`config.mk`:
```
export PLATFORM = sky130hd
export DESIGN_NAME = cmd_framer
export DESIGN_NICKNAME = d
export VERILOG_FILES = /design/src/rtl/cmd_framer_pkg.sv /design/src/rtl/cmd_framer_decode.sv /design/src/rtl/cmd_framer_env.sv /design/src/rtl/cmd_framer.sv
export SDC_FILE = /design/constraint.sdc
export NUM_CORES = 1
export LEC_CHECK = 0
export ABC_AREA = 1
export BUFFER_PORTS_ARGS = -buffer_cell sky130_fd_sc_hd__buf_2
export CORE_ASPECT_RATIO = 2
export CORE_MARGIN = 1.5
export CORE_UTILIZATION = 50
export DETAILED_ROUTE_END_ITERATION = 6
export PLACE_DENSITY = 0.85
export SLEW_MARGIN = 20
export SYNTH_ARGS = -nofsm -noshare
export SYNTH_HDL_FRONTEND = slang
export SYNTH_SLANG_ARGS = --single-unit
export TNS_END_PERCENT = 30
```
`constraint.sdc`:
```
create_clock -name clk -period 3 [get_ports clk]
set_clock_uncertainty 0.2 [all_clocks]
set_input_delay 0.6 -clock clk [delete_from_list [all_inputs] [get_ports clk]]
set_output_delay 0.6 -clock clk [all_outputs]
set_load 0.02 [all_outputs]
```
`src/rtl/cmd_framer_pkg.sv`:
```
package cmd_framer_pkg;

    localparam int EXTRA_W = 4;

    typedef enum logic [2:0] {
        K_FIXED       = 3'd0,
        K_POLY_FLAT   = 3'd1,
        K_POLY_SHADED = 3'd2,
        K_XFER        = 3'd3,
        K_ENV         = 3'd4
    } pkt_kind_e;

    typedef struct packed {
        pkt_kind_e            kind;
        logic [EXTRA_W-1:0]   extra;
        logic                 is_read;
    } op_info_t;

endpackage

```
`src/rtl/cmd_framer_decode.sv`:
```
module cmd_framer_decode
    import cmd_framer_pkg::*;
(
    input  logic [7:0] opcode,
    output op_info_t   info
);

    always_comb begin
        info.kind    = K_FIXED;
        info.extra   = '0;
        info.is_read = 1'b0;
        unique case (opcode[7:5])
            3'b000: info.extra = (opcode == 8'h02) ? EXTRA_W'(2) : '0;
            3'b001: begin
                unique case (opcode[4:2])
                    3'd0: info.extra = EXTRA_W'(3);
                    3'd1: info.extra = EXTRA_W'(6);
                    3'd2: info.extra = EXTRA_W'(4);
                    3'd3: info.extra = EXTRA_W'(8);
                    3'd4: info.extra = EXTRA_W'(5);
                    3'd5: info.extra = EXTRA_W'(8);
                    3'd6: info.extra = EXTRA_W'(7);
                    default: info.extra = EXTRA_W'(11);
                endcase
            end
            3'b010: begin
                unique case (opcode[4:3])
                    2'd0: info.extra = EXTRA_W'(2);
                    2'd1: info.kind  = K_POLY_FLAT;
                    2'd2: info.extra = EXTRA_W'(3);
                    default: info.kind = K_POLY_SHADED;
                endcase
            end
            3'b011: begin
                unique case (opcode[4:2])
                    3'd0: info.extra = EXTRA_W'(2);
                    3'd1: info.extra = EXTRA_W'(3);
                    3'd2: info.extra = EXTRA_W'(1);
                    3'd3: info.extra = '0;
                    3'd4: info.extra = EXTRA_W'(1);
                    3'd5: info.extra = EXTRA_W'(2);
                    3'd6: info.extra = EXTRA_W'(1);
                    default: info.extra = EXTRA_W'(2);
                endcase
            end
            3'b100: info.extra = EXTRA_W'(3);
            3'b101: info.kind  = K_XFER;
            3'b110: begin
                info.kind    = K_XFER;
                info.is_read = 1'b1;
            end
            default: begin
                if (opcode[4:3] == 2'b00) info.kind = K_ENV;
            end
        endcase
    end

endmodule

```
`src/rtl/cmd_framer_env.sv`:
```
module cmd_framer_env #(
    parameter int ENV_N  = 8,
    parameter int WORD_W = 32,
    localparam int IDX_W = $clog2(ENV_N)
) (
    input  logic                      clk,
    input  logic                      rst_n,
    input  logic                      we,
    input  logic [IDX_W-1:0]          idx,
    input  logic [WORD_W-1:0]         wdata,
    output logic [ENV_N*WORD_W-1:0]   regs_flat
);

    for (genvar i = 0; i < ENV_N; i++) begin : g_slot
        localparam logic [WORD_W-1:0] RST_VAL = {8'(8'hE0 + i), {(WORD_W-8){1'b0}}};
        logic [WORD_W-1:0] slot_d, slot_q;

        always_comb begin
            slot_d = slot_q;
            if (we && (idx == IDX_W'(i))) slot_d = wdata;
        end

        always_ff @(posedge clk) begin
            if (!rst_n) slot_q <= RST_VAL;
            else        slot_q <= slot_d;
        end

        assign regs_flat[i*WORD_W +: WORD_W] = slot_q;
    end

endmodule

```
`src/rtl/cmd_framer.sv`:
```
module cmd_framer
    import cmd_framer_pkg::*;
#(
    parameter int          WORD_W    = 32,
    parameter int          ENV_N     = 8,
    parameter logic [31:0] MARK_MASK = 32'hF000_F000,
    parameter logic [31:0] MARK_VAL  = 32'h5000_5000
) (
    input  logic                    clk,
    input  logic                    rst_n,
    input  logic                    in_valid,
    input  logic [WORD_W-1:0]       in_data,
    output logic                    in_ready,
    output logic                    out_valid,
    output logic [WORD_W-1:0]       out_data,
    output logic                    out_sop,
    output logic                    out_eop,
    output logic [ENV_N*WORD_W-1:0] env_regs,
    output logic                    xfer_start,
    output logic                    xfer_read,
    output logic [WORD_W-1:0]       xfer_pos,
    output logic [WORD_W-1:0]       xfer_size,
    input  logic                    xfer_done
);

    localparam int ENV_IDX_W = $clog2(ENV_N);
    localparam int OP_LSB    = WORD_W - 8;
    localparam logic [EXTRA_W-1:0] FLAT_MIN   = EXTRA_W'(3);
    localparam logic [EXTRA_W-1:0] SHADED_MIN = EXTRA_W'(4);
    localparam logic [EXTRA_W-1:0] SHADED_TOP = EXTRA_W'(5);

    typedef struct packed {
        logic               in_pkt;
        logic               busy;
        pkt_kind_e          kind;
        logic [EXTRA_W-1:0] extra;
        logic [EXTRA_W-1:0] idx;
        logic               rd;
        logic               o_valid;
        logic               o_sop;
        logic               o_eop;
        logic [WORD_W-1:0]  o_data;
        logic               x_start;
        logic               x_read;
        logic [WORD_W-1:0]  x_pos;
        logic [WORD_W-1:0]  x_size;
    } state_t;

    state_t q, d;
    op_info_t info;
    logic accept, is_marker, flat_end, shaded_end, fixed_end;
    logic env_we;
    logic [ENV_IDX_W-1:0] env_idx;

    cmd_framer_decode u_decode (
        .opcode (in_data[OP_LSB +: 8]),
        .info   (info)
    );

    cmd_framer_env #(.ENV_N(ENV_N), .WORD_W(WORD_W)) u_env (
        .clk       (clk),
        .rst_n     (rst_n),
        .we        (env_we),
        .idx       (env_idx),
        .wdata     (in_data),
        .regs_flat (env_regs)
    );

    assign in_ready   = !q.busy;
    assign accept     = in_valid && in_ready;
    assign is_marker  = (in_data[31:0] & MARK_MASK) == MARK_VAL;
    assign fixed_end  = (q.idx == q.extra);
    assign flat_end   = (q.idx >= FLAT_MIN) && is_marker;
    assign shaded_end = (q.idx >= SHADED_MIN) && !q.idx[0] && is_marker;
    assign env_idx    = in_data[OP_LSB +: ENV_IDX_W];

    always_comb begin
        d         = q;
        d.o_valid = 1'b0;
        d.o_sop   = 1'b0;
        d.o_eop   = 1'b0;
        d.x_start = 1'b0;
        env_we    = 1'b0;
        if (q.busy && xfer_done) d.busy = 1'b0;
        if (accept) begin
            d.o_data = in_data;
            if (!q.in_pkt) begin
                d.kind  = info.kind;
                d.extra = info.extra;
                d.rd    = info.is_read;
                d.idx   = EXTRA_W'(1);
                unique case (info.kind)
                    K_ENV:  env_we   = 1'b1;
                    K_XFER: d.in_pkt = 1'b1;
                    K_FIXED: begin
                        d.o_valid = 1'b1;
                        d.o_sop   = 1'b1;
                        d.o_eop   = (info.extra == '0);
                        d.in_pkt  = (info.extra != '0);
                    end
                    default: begin
                        d.o_valid = 1'b1;
                        d.o_sop   = 1'b1;
                        d.in_pkt  = 1'b1;
                    end
                endcase
            end else begin
                d.idx = q.idx + 1'b1;
                unique case (q.kind)
                    K_FIXED: begin
                        d.o_valid = 1'b1;
                        d.o_eop   = fixed_end;
                        d.in_pkt  = !fixed_end;
                    end
                    K_POLY_FLAT: begin
                        d.o_valid = 1'b1;
                        d.o_eop   = flat_end;
                        d.in_pkt  = !flat_end;
                        if (q.idx == FLAT_MIN) d.idx = FLAT_MIN;
                    end
                    K_POLY_SHADED: begin
                        d.o_valid = 1'b1;
                        d.o_eop   = shaded_end;
                        d.in_pkt  = !shaded_end;
                        if (q.idx == SHADED_TOP) d.idx = SHADED_MIN;
                    end
                    K_XFER: begin
                        if (q.idx == EXTRA_W'(1)) begin
                            d.x_pos = in_data;
                        end else begin
                            d.x_size  = in_data;
                            d.x_start = 1'b1;
                            d.x_read  = q.rd;
                            d.in_pkt  = 1'b0;
                            d.busy    = !q.rd;
                        end
                    end
                    default: d.in_pkt = 1'b0;
                endcase
            end
        end
    end

    always_ff @(posedge clk) begin
        if (!rst_n) q <= '0;
        else        q <= d;
    end

    assign out_valid  = q.o_valid;
    assign out_data   = q.o_data;
    assign out_sop    = q.o_sop;
    assign out_eop    = q.o_eop;
    assign xfer_start = q.x_start;
    assign xfer_read  = q.x_read;
    assign xfer_pos   = q.x_pos;
    assign xfer_size  = q.x_size;

    // Independent packet-open tracker used only by the checks below.
    logic chk_open_q;
    always_ff @(posedge clk) begin
        if (!rst_n)         chk_open_q <= 1'b0;
        else if (out_valid) chk_open_q <= !out_eop;
    end


    sop_order_chk: assert property (@(posedge clk) disable iff (!rst_n)
        out_valid |-> (out_sop == !chk_open_q));


    xfer_pulse_chk: assert property (@(posedge clk) disable iff (!rst_n)
        xfer_start |=> !xfer_start);


    xfer_hold_chk: assert property (@(posedge clk) disable iff (!rst_n)
        (xfer_start && !xfer_read) |-> !in_ready);


    out_follows_accept_chk: assert property (@(posedge clk) disable iff (!rst_n)
        out_valid |-> $past(in_valid && in_ready));

endmodule

```
==> results.md <==
- The number of cells on the worst hold path is 3.
- The average cell area after synthesis is 8.18 um2.
- Gates resized during post-CTS repair numbered 0.
- The initial antenna violation count was 0.
- The initial utilization of the core area, before any placement, comes to 50.9%.
- The number of buffers inserted for hold repair after clock tree synthesis is 0.
- During placement, the flow inserted port buffers numbering 393.
- The count of H-tree levels built during CTS is 1.
- Summed over all layers, the global routing overflow is 0.
- Relative to the synthesized area, the layout overhead comes to 19.4%.
- The total routing usage reported by global routing is 29.5%.
- The detail route stage leaves a number of antenna-violating nets equal to 0.
- The number of antenna diodes in the final layout is 0.
- Routability-driven placement finished with a final weighted congestion of 0.900.
- The most common library cell in the layout ignoring fill and taps is buf_2.
- The total vias in the final route is 12400.
- The clock latency on the worst-skew pair is 580 ps.
- The initial DRC count is 859.
- The total clock buffers created by CTS is 30.
- The tool flagged a number of max-cap violations equal to 0.
- The headroom to the max-slew limit is 57.4%.
- The required time reported for the critical path endpoint is 3260 ps.
- After synthesis the cells add up to 13700 um2.
- The peak supply drop is 0.484 mV.
- The area of the core is 26900 um2.
- Power spread over the standard cell area amounts to 612 nW/um2.
- In this run the biggest area consumer among cell types represents 54.2% of the synthesized area.
- Yosys mapped the design onto 35 distinct sky130hd cell types.
- In the final timing run, aggregate negative setup slack is 0 ps.
- The via count of the first global-routing pass is 11900.
- The routed design has 43200 um of wire.
- The first-pass detailed-route iteration total is 6.
- The highest attainable clock frequency is 426 MHz.
- Sequential cells were found to cover 54.2% of the synthesized design area.
- The number of nets handed over by synthesis was 1713.
- The die covers 28500 um2.
- The run finished with clean final reports.
- The total of warnings raised by yosys is 0.
- Yosys attributes the largest share of cell area to dfxtp_1, a21oi_1, nand2_1, buf_4, o21ai_0.
- The filler cells instantiated in the layout total 2238.
- The number of buffers on the longest clock path is 3.
- The fraction of layout instances using a drive strength above 1 is 26.3%.
- The number of hold violations in the final report is 0.
- The final period utilization is 78.3%.
- The sort of element at the end of the critical path is a flip-flop.
- TritonCTS built the clock tree.
- The post-detailed-placement half-perimeter wirelength is 30200 um.
- For the pin with the worst max-slew slack, the measured transition is 638 ps.
- The total count of max-transition violations in the final report is 0.
- The count of endpoints failing setup in the final report is 0.
- Excluding fillers, the count of instances in the completed layout stands at 2298.
- The critical path is of the reg2reg type.
- The cell count after synthesis is 1675.
- Entering global routing, the biggest net connects 104 pins.
- The number of cells on the worst reg-to-reg path is 8.
- STA classifies the critical path startpoint as a flip-flop.
- The die is 120 um wide.
- The final layout net count is 1965.
- Dividing the detail-routed wire length by the instance count gives 18.8 um.
- After clock tree synthesis, the setup repair step added 0 buffers.
- Row generation in the floorplan step produced 85 rows.
- The number of storage elements in the synthesis netlist is 371.
- The clock transition at the register clock pins on the worst setup and hold paths after CTS is 70 ps.
- After detailed routing, the number of remaining DRC violations is 0.
- The clock tree root buffer cell is clkbuf_16.
- Pin placement for this block handled 394 I/O pins.
- The smallest clock period supported by the final layout is computed as 2350 ps.
- The first global-routing pass estimated 65500 um of wire.
- In this run the worst path has a maximum fanout of 50.
- For this design the static power due to leakage is 7.40 nW.
- Setup repair after global routing left no endpoint under its margin.
- For this design, the sink count on the clock tree is 371.
- The worst hold path class is in2reg.
- The largest total area in the synthesized netlist belongs to dfxtp_1.
- Data arrives at the worst endpoint at 2610 ps.
- The die is 237 um tall.
- The library cells used most frequently in the layout, excluding fill and tap cells, are buf_2, dfxtp_1, nand2_1, a21oi_1, o21ai_0.
- The placed instance count is 2243.
- Dividing the detail-routed via count by the number of cells gives 5.39.
[synthesized netlist by cell type (all sizes together)]
master / number
o31ai: 1
clkbuf: 60
o2111ai: 1
nand2: 308
nor3: 9
dfxtp: 371
o21a: 1
a31o: 1
or2: 14
nor2: 91
o211ai: 4
a211oi: 32
o221ai: 1
o21ai: 166
buf: 138
a21boi: 1
a21oi: 265
nand3: 47
ha: 2
a31oi: 1
nand3b: 3
inv: 154
nand4: 4
[state kept, by name, summed over array words and instances, names as in the netlist]
signal	cells
xfer_size	32
xfer_pos	32
u_env.g_slot.slot_q	256
out_sop	1
xfer_read	1
q	14
out_eop	1
out_data	32
xfer_start	1
out_valid	1
[stage by stage]
stage	setup WS (ps)	instance area (um2)	hold WS (ps)	utilization [%]	total power [mW]
after global placement	514	15200	213	56.7	5.64
final	650	16400	154	60.8	10.0
after detailed placement	443	15200	217	56.7	5.66
after CTS	688	16400	133	60.8	10.1
after floorplan	855	13700	245	-	5.46
after global routing	480	16400	158	60.8	10.3
[worst paths after layout]
path,start,slack [ps],end
setup / recovery,q[102],650,xfer_pos[1]
hold / removal,in_data[28],150,xfer_size[28]
setup reg to reg,q[102],650,xfer_pos[1]
hold reg to reg,u_env.g_slot[4].slot_q[25],220,u_env.g_slot[4].slot_q[25]
[power by group]
group	switching, mW	internal (mW)
logic	0.411	0.135
clock network	1.84	2.61
registers	0.0318	4.97
total	2.29	7.72
[metal layers]
layer	share of wire (%)	up-vias	routed length, um	GRT usage [%]
li1	-	5821	-	-
met1	34	5732	14800	31.8
met2	51	653	22000	51.7
met3	7.1	188	3080	4.60
met4	7.7	0	3350	20.8
met5	0	-	0	0
[cell type report]
cell class	count	area (um2)	share of cell area, %
repair buffers	418	2270	13.9
inverters	154	581	3.55
flip-flops and latches	371	7430	45.4
clock buffers	40	860	5.25
well taps	348	435	2.66
multi-input cells	952	4530	27.7
clock inverters	15	258	1.58
[cell families (layout without fill, tap and decap cells)]
logic type / after synthesis / count (layout) / synth area share (%)
compound gates: 474 / 474 / 18.1
fa+ha+maj: 2 / 2 / 0.183
buf+inv: 352 / 627 / 12.8
flops: 371 / 371 / 54.2
simple gates: 476 / 476 / 14.6
[worst max-delay path, cell delays in order, from the launching register on]
cell and delay [ps]:
dfxtp_1 470, ha_1 200, inv_1 50, nor3_1 360, nand2_1 190, nor2_4 160
buf_12 240, nor2_1 90, a211oi_1 270
Power figures use the tool's default switching activity.
